==> src/rtl/ee3w_pkg.sv <==
package ee3w_pkg;
  typedef enum logic [2:0] {
    ST_IDLE,
    ST_CMD,
    ST_DATA,
    ST_READ,
    ST_DONE
  } ctlState_t;

  typedef struct packed {
    logic rdLoad;
    logic rdShift;
    logic dataShift;
    logic wrWord;
    logic wrAll;
    logic eraseOp;
  } dpCtl_t;

  localparam int ADDR_FIELD_MAX = 11;
endpackage

==> src/rtl/ee3w_ctrl.sv <==
module ee3w_ctrl
  import ee3w_pkg::*;
#(
  parameter int PROG_CYCLES = 1000
) (
  input  logic        clk,
  input  logic        rstN,
  input  logic        csS,
  input  logic        csRise,
  input  logic        csFall,
  input  logic        skRise,
  input  logic        diS,
  input  logic        wide,
  input  logic        rdBit,
  output dpCtl_t      ctl,
  output logic [ADDR_FIELD_MAX-1:0] addrOut,
  output logic        doOut,
  output logic        doOe
);
  localparam int PW = $clog2(PROG_CYCLES + 1);

  ctlState_t state;
  logic [4:0]  cnt;
  logic [11:0] cmdReg;
  logic [12:0] newCmd;
  logic [ADDR_FIELD_MAX-1:0] addrReg, addrNext;
  logic [1:0]  opNext, subNext;
  logic [4:0]  cmdBits, dataBits;
  logic        wen, showStatus, allFlag, busy, act, progStart;
  logic        lastCmdBit, lastData;
  logic [PW-1:0] progCnt;

  assign busy     = (progCnt != '0);
  assign act      = skRise && csS;
  assign cmdBits  = wide ? 5'd12 : 5'd13;
  assign dataBits = wide ? 5'd16 : 5'd8;
  assign newCmd   = {cmdReg, diS};
  assign addrNext = wide ? {1'b0, newCmd[9:0]} : newCmd[10:0];
  assign opNext   = wide ? newCmd[11:10] : newCmd[12:11];
  assign subNext  = wide ? newCmd[9:8] : newCmd[10:9];
  assign lastCmdBit = (cnt == cmdBits - 5'd1);
  assign lastData   = (cnt == dataBits - 5'd1);
  assign addrOut  = (state == ST_CMD) ? addrNext : addrReg;

  always_comb begin
    ctl = '0;
    progStart = 1'b0;
    if (act) begin
      unique case (state)
        ST_CMD: if (lastCmdBit) begin
          if (opNext == 2'b10) ctl.rdLoad = 1'b1;
          else if (opNext == 2'b11 && wen) begin
            ctl.wrWord = 1'b1; ctl.eraseOp = 1'b1; progStart = 1'b1;
          end else if (opNext == 2'b00 && subNext == 2'b10 && wen) begin
            ctl.wrAll = 1'b1; ctl.eraseOp = 1'b1; progStart = 1'b1;
          end
        end
        ST_DATA: begin
          ctl.dataShift = 1'b1;
          if (lastData) begin
            ctl.wrWord = ~allFlag;
            ctl.wrAll  = allFlag;
            progStart  = 1'b1;
          end
        end
        ST_READ: ctl.rdShift = 1'b1;
        default: ;
      endcase
    end
  end

  always_ff @(posedge clk or negedge rstN) begin
    if (!rstN) begin
      state <= ST_IDLE; cnt <= '0; cmdReg <= '0; addrReg <= '0;
      wen <= 1'b0; showStatus <= 1'b0; allFlag <= 1'b0; progCnt <= '0;
    end else begin
      if (progStart) progCnt <= PW'(PROG_CYCLES);
      else if (busy) progCnt <= progCnt - 1'b1;

      if (csFall) begin
        state <= ST_IDLE; cnt <= '0; showStatus <= 1'b0;
      end else if (csRise) begin
        showStatus <= busy;
      end else if (act) begin
        unique case (state)
          ST_IDLE: if (diS && !busy) begin
            state <= ST_CMD; cnt <= '0; showStatus <= 1'b0;
          end
          ST_CMD: begin
            cmdReg <= newCmd[11:0];
            cnt <= cnt + 5'd1;
            if (lastCmdBit) begin
              addrReg <= addrNext;
              cnt <= '0;
              state <= ST_DONE;
              unique case (opNext)
                2'b10: state <= ST_READ;
                2'b01: if (wen) begin state <= ST_DATA; allFlag <= 1'b0; end
                2'b00: begin
                  if (subNext == 2'b11) wen <= 1'b1;
                  else if (subNext == 2'b00) wen <= 1'b0;
                  else if (subNext == 2'b01 && wen) begin
                    state <= ST_DATA; allFlag <= 1'b1;
                  end
                end
                default: ;
              endcase
            end
          end
          ST_DATA: begin
            cnt <= cnt + 5'd1;
            if (lastData) state <= ST_DONE;
          end
          default: ;
        endcase
      end
    end
  end

  assign doOe  = (state == ST_READ) || showStatus;
  assign doOut = (state == ST_READ) ? rdBit : ~busy;

  // while busy, no start bit moves the control out of idle
  p_busy_no_start_r11: assert property (@(posedge clk) disable iff (!rstN)
    (busy && state == ST_IDLE) |=> state == ST_IDLE);
  // chip select low releases the data-out line
  p_cs_low_release_r12: assert property (@(posedge clk) disable iff (!rstN)
    !csS |=> !doOe);
  // a programming cycle begins only while unlocked
  p_prog_needs_wen_r5: assert property (@(posedge clk) disable iff (!rstN)
    $rose(busy) |-> $past(wen));
  // status is shown only when chip select returns during a busy cycle
  p_status_when_busy_r9: assert property (@(posedge clk) disable iff (!rstN)
    $rose(showStatus) |-> $past(busy));
endmodule

==> src/rtl/ee3w_datapath.sv <==
module ee3w_datapath
  import ee3w_pkg::*;
#(
  parameter int STORE_LOG2 = 6
) (
  input  logic        clk,
  input  logic        rstN,
  input  dpCtl_t      ctl,
  input  logic [ADDR_FIELD_MAX-1:0] addr,
  input  logic        diS,
  input  logic        wide,
  output logic        rdBit
);
  localparam int NBYTES = 2 ** STORE_LOG2;
  localparam int SW = STORE_LOG2;

  logic [7:0]  mem [NBYTES];
  logic [ADDR_FIELD_MAX-1:0] ptr, ptrNext, readAddr;
  logic [15:0] wordReg, fetched, wrData;
  logic [14:0] dShift;
  logic [4:0]  left, dataBits;
  logic [SW-1:0] rIdxN, rIdxLo, rIdxHi, wIdxN, wIdxLo, wIdxHi;

  assign dataBits = wide ? 5'd16 : 5'd8;
  assign ptrNext  = (ptr + 1'b1) & (wide ? 11'h3FF : 11'h7FF);
  assign readAddr = ctl.rdLoad ? addr : ptrNext;
  assign rIdxN  = readAddr[SW-1:0];
  assign rIdxLo = {readAddr[SW-2:0], 1'b0};
  assign rIdxHi = {readAddr[SW-2:0], 1'b1};
  assign wIdxN  = addr[SW-1:0];
  assign wIdxLo = {addr[SW-2:0], 1'b0};
  assign wIdxHi = {addr[SW-2:0], 1'b1};
  assign fetched = wide ? {mem[rIdxHi], mem[rIdxLo]} : {mem[rIdxN], 8'h00};
  assign wrData  = ctl.eraseOp ? 16'hFFFF : {dShift, diS};

  always_ff @(posedge clk or negedge rstN) begin
    if (!rstN) begin
      for (int i = 0; i < NBYTES; i++) mem[i] <= 8'hFF;
      ptr <= '0; wordReg <= '0; left <= '0; rdBit <= 1'b0; dShift <= '0;
    end else begin
      if (ctl.dataShift) dShift <= {dShift[13:0], diS};
      if (ctl.rdLoad) begin
        rdBit <= 1'b0;
        wordReg <= fetched;
        left <= dataBits;
        ptr <= addr;
      end else if (ctl.rdShift) begin
        if (left != '0) begin
          rdBit <= wordReg[15];
          wordReg <= {wordReg[14:0], 1'b0};
          left <= left - 5'd1;
        end else begin
          rdBit <= fetched[15];
          wordReg <= {fetched[14:0], 1'b0};
          left <= dataBits - 5'd1;
          ptr <= ptrNext;
        end
      end
      if (ctl.wrWord) begin
        if (wide) begin
          mem[wIdxHi] <= wrData[15:8];
          mem[wIdxLo] <= wrData[7:0];
        end else begin
          mem[wIdxN] <= wrData[7:0];
        end
      end else if (ctl.wrAll) begin
        for (int i = 0; i < NBYTES; i++)
          mem[i] <= (wide && i[0]) ? wrData[15:8] : wrData[7:0];
      end
    end
  end

  // the first bit after a read command is the 0 dummy
  p_dummy_first_r3: assert property (@(posedge clk) disable iff (!rstN)
    ctl.rdLoad |=> !rdBit);
  // bits still to shift never exceed one word
  p_left_bound_r4: assert property (@(posedge clk) disable iff (!rstN)
    left <= 5'd16);
endmodule

==> src/rtl/ee3w_target.sv <==
module ee3w_target
  import ee3w_pkg::*;
#(
  parameter int STORE_LOG2  = 6,
  parameter int PROG_CYCLES = 1000
) (
  input  logic clk,
  input  logic rstN,
  input  logic csIn,
  input  logic skIn,
  input  logic diIn,
  input  logic orgWide,
  output logic doOut,
  output logic doOe
);
  logic [1:0] csSync, skSync, diSync;
  logic csPrev, skPrev;
  logic csS, skS, diS, csRise, csFall, skRise, rdBit;
  dpCtl_t ctl;
  logic [ADDR_FIELD_MAX-1:0] addr;

  always_ff @(posedge clk or negedge rstN) begin
    if (!rstN) begin
      csSync <= '0; skSync <= '0; diSync <= '0; csPrev <= 1'b0; skPrev <= 1'b0;
    end else begin
      csSync <= {csSync[0], csIn};
      skSync <= {skSync[0], skIn};
      diSync <= {diSync[0], diIn};
      csPrev <= csS;
      skPrev <= skS;
    end
  end

  assign csS = csSync[1];
  assign skS = skSync[1];
  assign diS = diSync[1];
  assign csRise = csS & ~csPrev;
  assign csFall = ~csS & csPrev;
  assign skRise = skS & ~skPrev;

  ee3w_ctrl #(.PROG_CYCLES(PROG_CYCLES)) u_ctrl (
    .clk(clk), .rstN(rstN), .csS(csS), .csRise(csRise), .csFall(csFall),
    .skRise(skRise), .diS(diS), .wide(orgWide), .rdBit(rdBit),
    .ctl(ctl), .addrOut(addr), .doOut(doOut), .doOe(doOe)
  );

  ee3w_datapath #(.STORE_LOG2(STORE_LOG2)) u_dp (
    .clk(clk), .rstN(rstN), .ctl(ctl), .addr(addr), .diS(diS),
    .wide(orgWide), .rdBit(rdBit)
  );
endmodule

==> config.mk <==
export PLATFORM = sky130hd
export DESIGN_NAME = ee3w_target
export DESIGN_NICKNAME = d
export VERILOG_FILES = /design/src/rtl/ee3w_pkg.sv /design/src/rtl/ee3w_ctrl.sv /design/src/rtl/ee3w_datapath.sv /design/src/rtl/ee3w_target.sv
export SDC_FILE = /design/constraint.sdc
export NUM_CORES = 2
export LEC_CHECK = 0
export BUFFER_PORTS_ARGS = -buffer_cell sky130_fd_sc_hd__buf_2
export CORE_UTILIZATION = 40
export DETAILED_ROUTE_END_ITERATION = 10
export GPL_TIMING_DRIVEN = 0
export PLACE_DENSITY = 0.65
export SYNTH_ARGS = -nofsm -noshare
export SYNTH_HDL_FRONTEND = slang
export SYNTH_HIERARCHICAL = 1
export SYNTH_SLANG_ARGS = --single-unit
==> constraint.sdc <==
create_clock -name clk -period 5.5 [get_ports clk]
set_clock_uncertainty 0.05 [all_clocks]
set_input_delay 1.1 -clock clk [delete_from_list [all_inputs] [get_ports clk]]
set_output_delay 1.1 -clock clk [all_outputs]
set_load 0.1 [all_outputs]
==> Word-level counts from Yosys, hierarchy flattened <==
Index checks and enable logic that the tools add are counted.
{ "totals": {"romBits": 0, "ram_bits": 0, "out_inout_bits": 2, "latchBits": 0, "register_bits": 612, "mem_count": 0} }
{ "op_classes": {"n_addsub": 6, "order_cmp": 9, "bitwise_logic": 17, "multipliers": 0, "n_div": 0, "n_shift": 0, "n_eq_ne": 20, "n_mux": 99, "reduce_logical": 34} }
{ "ops": {"columns": ["cell", "count"], "rows": [
  ["bitwise mux 512 bit", 3],
  ["2-to-1 mux 512 bit", 3],
  ["binary-select mux 8 bit (select 6 bit)", 3],
  ["demux 8 bit (select 6 bit)", 3],
  ["2-to-1 mux 16 bit", 5],
  ["2-to-1 mux 8 bit", 10],
  ["2-to-1 mux 11 bit", 6],
  ["2-to-1 mux 5 bit", 9],
  ["greater-or-equal comparator 7 bit (second input constant)", 6],
  ["inverter 6 -> 7 bit", 6],
  ["2-to-1 mux 3 bit", 12],
  ["2-to-1 mux 1 bit", 31],
  ["less-than comparator 7 x 1 -> 1 bit (second input constant)", 3],
  ["2-to-1 mux 10 bit", 2],
  ["one-hot mux 3 bit (3 select lines)", 2],
  ["one-hot mux 5 bit (3 select lines)", 1],
  ["subtractor 5 x 1 -> 5 bit (second input constant)", 3],
  ["2-to-1 mux 6 bit", 2],
  ["nonzero test 2 bit", 6],
  ["adder 11 x 1 -> 11 bit (second input constant)", 1],
  ["bitwise AND 11 bit", 1],
  ["equality test 5 bit", 2],
  ["AND reduction 10 bit", 1],
  ["nonzero test 10 bit", 1],
  ["other kinds (28)", 63]
]} }

==> Logic depth before layout (Yosys ltp) <==
{ "logic_depth": {"word_depth": 19, "mapped_depth": 20, "ltp_nobuf": 13} }

==> Modules after synthesis <==
The synthesis kept the hierarchy.
{ "by_module_without_submodules": {"columns": ["mod", "seq_area_each_um2", "area_per_inst_um2", "n_inst", "cells_each"], "rows": [
  ["ee3w_datapath", 14528.9, 34099.0, 1, 3654],
  ["ee3w_ctrl", 1101.1, 2613.8, 1, 273],
  ["ee3w_target", 200.2, 221.5, 1, 11]
]} }

==> Least setup slack after synthesis <==
Ideal clock, no wire load.
{ "synth_timing": {"path_type": "reg2out", "from": "register u_ctrl.progCnt[0]", "to": "output port doOut", "path_slack_ns": 0.676, "t_arrival_ns": 3.674, "path_buffers": 0, "path_stages_with_launch": 7, "cell_sequence": "dfrtp_1 -> inv_1 -> ha_1 -> or4b_2 -> nor2_1 -> nand2_1 -> o21ai_0"} }
{ "synth_via": {"elab_chain_len": 3} }
{ "synth_lines": {"columns": ["element", "line", "text"], "rows": [
  ["start: declaration", "ee3w_ctrl.sv:31", "logic [PW-1:0] progCnt;"],
  ["start signal: assignment", "ee3w_ctrl.sv:77", "if (progStart) progCnt <= PW'(PROG_CYCLES);"],
  ["start signal: assignment", "ee3w_ctrl.sv:78", "else if (busy) progCnt <= progCnt - 1'b1;"],
  ["nonzero test 10 bit", "ee3w_ctrl.sv:33", "assign busy = (progCnt != '0);"],
  ["inverter 1 bit", "ee3w_ctrl.sv:121", "assign doOut = (state == ST_READ) ? rdBit : ~busy;"],
  ["2-to-1 mux 1 bit", "ee3w_ctrl.sv:121", null],
  ["end: declaration", "ee3w_target.sv:13", "output logic doOut,"]
]} }
Every way passes these cells.

==> run_results.csv <==
group,metric,value,unit
grt,use_met3,0.250,
drt,final_antenna_violating_net_count,0,
clock_tree,clock-sinks,602,
final_layout,most-common-layout-cells,"sky130_fd_sc_hd__nor2_1, sky130_fd_sc_hd__dfstp_2, sky130_fd_sc_hd__a21oi_1",
grt,overflow,0,
clock_tree,ctsRootBufferMaster,"sky130_fd_sc_hd__clkbuf_16",
critical_path,crit_arrival,6.16,ns
drt,route.vias.total,38000,
grt,grt.met2_usage,0.694,
grt,antenna_found_initial,9,
power_and_ir_drop,p_total,0.00991,W
timing,holdWs,0.305,ns
placed_design,dp_wirelength,183000,µm
worst_hold_path,min-delay-path-class,"reg2reg",
clock_tree,cts_buffer_depth,3,
timing,slew_headroom,-0.0457,
worst_hold_path,min_path_cells,0,
synthesis,syn_nets,3928,
die,core-area,0.0904,mm²
final_layout,mostFrequentLayoutCell,"sky130_fd_sc_hd__nor2_1",
synthesis,netlist_instances,3913,
die,rows,110,
job,cap_violations,3,
clock_tree,cts_hold_buffers,0,
die,io_pins,8,
timing,max_clock_freq,178,MHz
timing,final.min_clock_period,5.62,ns
grt,globalRoute.busiestLayer,"met2",
drt,drt_first_pass_iters,9,
critical_path,cp-start-kind,"input port",
final_layout,layout-drive-gt1-share,0.290,
die,total_die_area,0.0929,mm²
placed_design,place_congestion,1.08,
power_and_ir_drop,total_leakage_power,14.9,nW
grt,grt_use_total,0.503,
timing,worst_slack,-0.119,ns
drt,routed_wl,236000,µm
clock_tree,h-tree-depth,3,
critical_path,rr_startpoint,"u_ctrl/cnt[0]",
timing,min_period_over_period,1.02,
power_and_ir_drop,power.density,237,mW/mm²
clock_tree,inserted_clock_buffers,73,
timing,worst-slew-pin-transition,1.56,ns
grt,number_of_global_route_vias_before_repair,35400,
die,floorplan.die.width,305,µm
placed_design,dp.cells,5114,
status,failed_checks,"max-capacitance violations, max-slew violations, negative setup slack",
grt,global_route_wire_length_before_repair,316000,µm
critical_path,r2r_cells,15,
final_layout,fin_cells,5267,
critical_path,worst_path_largest_cell_delay,1.07,ns
critical_path,worstPathMaxFanout,10,
drt,remaining_drc_errors,0,
timing,total_neg_setup_slack,-0.232,ns
synthesis,syn_area,0.0367,mm²
timing,slew_viol_final,32,
final_layout,area_grow_syn2layout,14.1,%
critical_path,setup.worst_path.class,"in2reg",
clock_tree,clock_pin_slew_worst_setup_and_hold_paths,0.06,ns
critical_path,end_kind,"flip-flop",
placed_design,io_buffers,7,
critical_path,cp_cell_sequence,"buf_2, or4b_1, a21oi_4, inv_1, nor4_1, buf_6, mux2_4, buf_4, buf_2, mux2i_1, o32ai_1, nor3_1, a211oi_1, nor3_1, a31oi_1, a221o_1",
critical_path,rr_endpoint,"u_dp/wordReg[12]",
synthesis,synth_warnings,6,
grt,grt_start_max_net_pins,118,
timing,unrepaired_setup_endpoints_after_global_routing,"no",
synthesis,synth.avg_cell_area,9.38,µm²
die,initial_core_util,0.406,
critical_path,timing.critical_path.required,6.04,ns
worst_hold_path,hold_end,"skSync[1]",
drt,dr.first_iter.drc_count,5929,
drt,wl_per_cell,44.8,µm
timing,timing.final.hold_violations,0,
drt,viasPerCell,7.22,
critical_path,worst-r2r-setup-slack,-0.01,ns
final_layout,final_nets,4033,
timing,timing.final.setup_violations,4,
critical_path,slowest_cell_on_crit_path,"sky130_fd_sc_hd__a211oi_1",
power_and_ir_drop,ir_drop,233,µV
grt,global_route.usage.met1,0.607,
clock_tree,worstSkewPairLatency,0.68,ns
clock_tree,cts_tree,"built",
worst_hold_path,min_from,"skSync[0]",
final_layout,finalCoreUtilization,0.463,
status,outcome,"finished with violations",
die,vertical_die_dimension,305,µm
[where the power goes]
group | leakage [nW] | internal, W | switching (W)
sequential | 6.43 | 0.00445 | 0.00000439
combinational | 7.23 | 0.0000320 | 0.000182
clock | 1.25 | 0.00305 | 0.00219
[worst max-delay path: cells and delay by family]
family                 cells  cell delay (ns)
and+or+nand+nor            4             1.20
muxes                      2             0.56
buffers and inverters      5             1.36
AOI/OAI and AO/OA          5             1.89
[state kept, by name (all words and copies together), names as in the netlist, 3 cells and up]
| signal | flops |
|---|---|
| u_ctrl/addrReg | 6 |
| u_ctrl/cmdReg | 12 |
| u_ctrl/cnt | 5 |
| u_ctrl/progCnt | 10 |
| u_ctrl/state | 3 |
| u_dp/dShift | 15 |
| u_dp/left | 5 |
| u_dp/mem | 512 |
| u_dp/ptr | 6 |
| u_dp/wordReg | 16 |
[cell type report]
cell class	count	area (µm²)
multi-input combinational	2891	19500
buffer	384	1980
inverter	31	121
clock buffer	94	2060
antenna	13	32.5
fill	8731	48600
tap	1176	1470
sequential	602	15700
clock inverter	41	485
timing repair buffer	35	468
[per-stage QoR]
| step | worst slack [ns] | cell area, µm² |
|---|---|---|
| 2_1_floorplan | 0.676 | 36700 |
| 3_3_place_gp | -9.65 | 38200 |
| 3_5_place_dp | -1.70 | 38600 |
| 4_1_cts | 0.000171 | 41500 |
| 5_1_grt | 0.00212 | 41800 |
| 6_report | -0.119 | 41900 |
[timing repair]
action | in CTS | in global routing
setup buffers | 2 | 8
cloned | 0 | 0
pin swaps | 1 | 1
endpoints found under the setup margin | 357 | 395
resized for setup | 101 | 69
[routing by layer]
layer / vias up / wire length, µm
met1: 19200 / 85000
met4: 13 / 20400
met2: 3207 / 94000
li1: 14800 / -
met5: - / 414
met3: 871 / 36200
[worst max path at each step]
stage	from	to	slack, ns	cells after the start
global placement	rstN	u_ctrl/cnt[3]	-9.65	1
CTS	orgWide	u_dp/wordReg[11]	0.0002	18
finish	orgWide	u_dp/wordReg[12]	-0.12	16
detailed placement	orgWide	u_dp/wordReg[9]	-1.70	17
floorplan	u_ctrl/progCnt[0]	doOut	0.68	6
global route	orgWide	u_dp/wordReg[6]	0.002	20
Note: power is estimated with default switching activity, not from simulation.
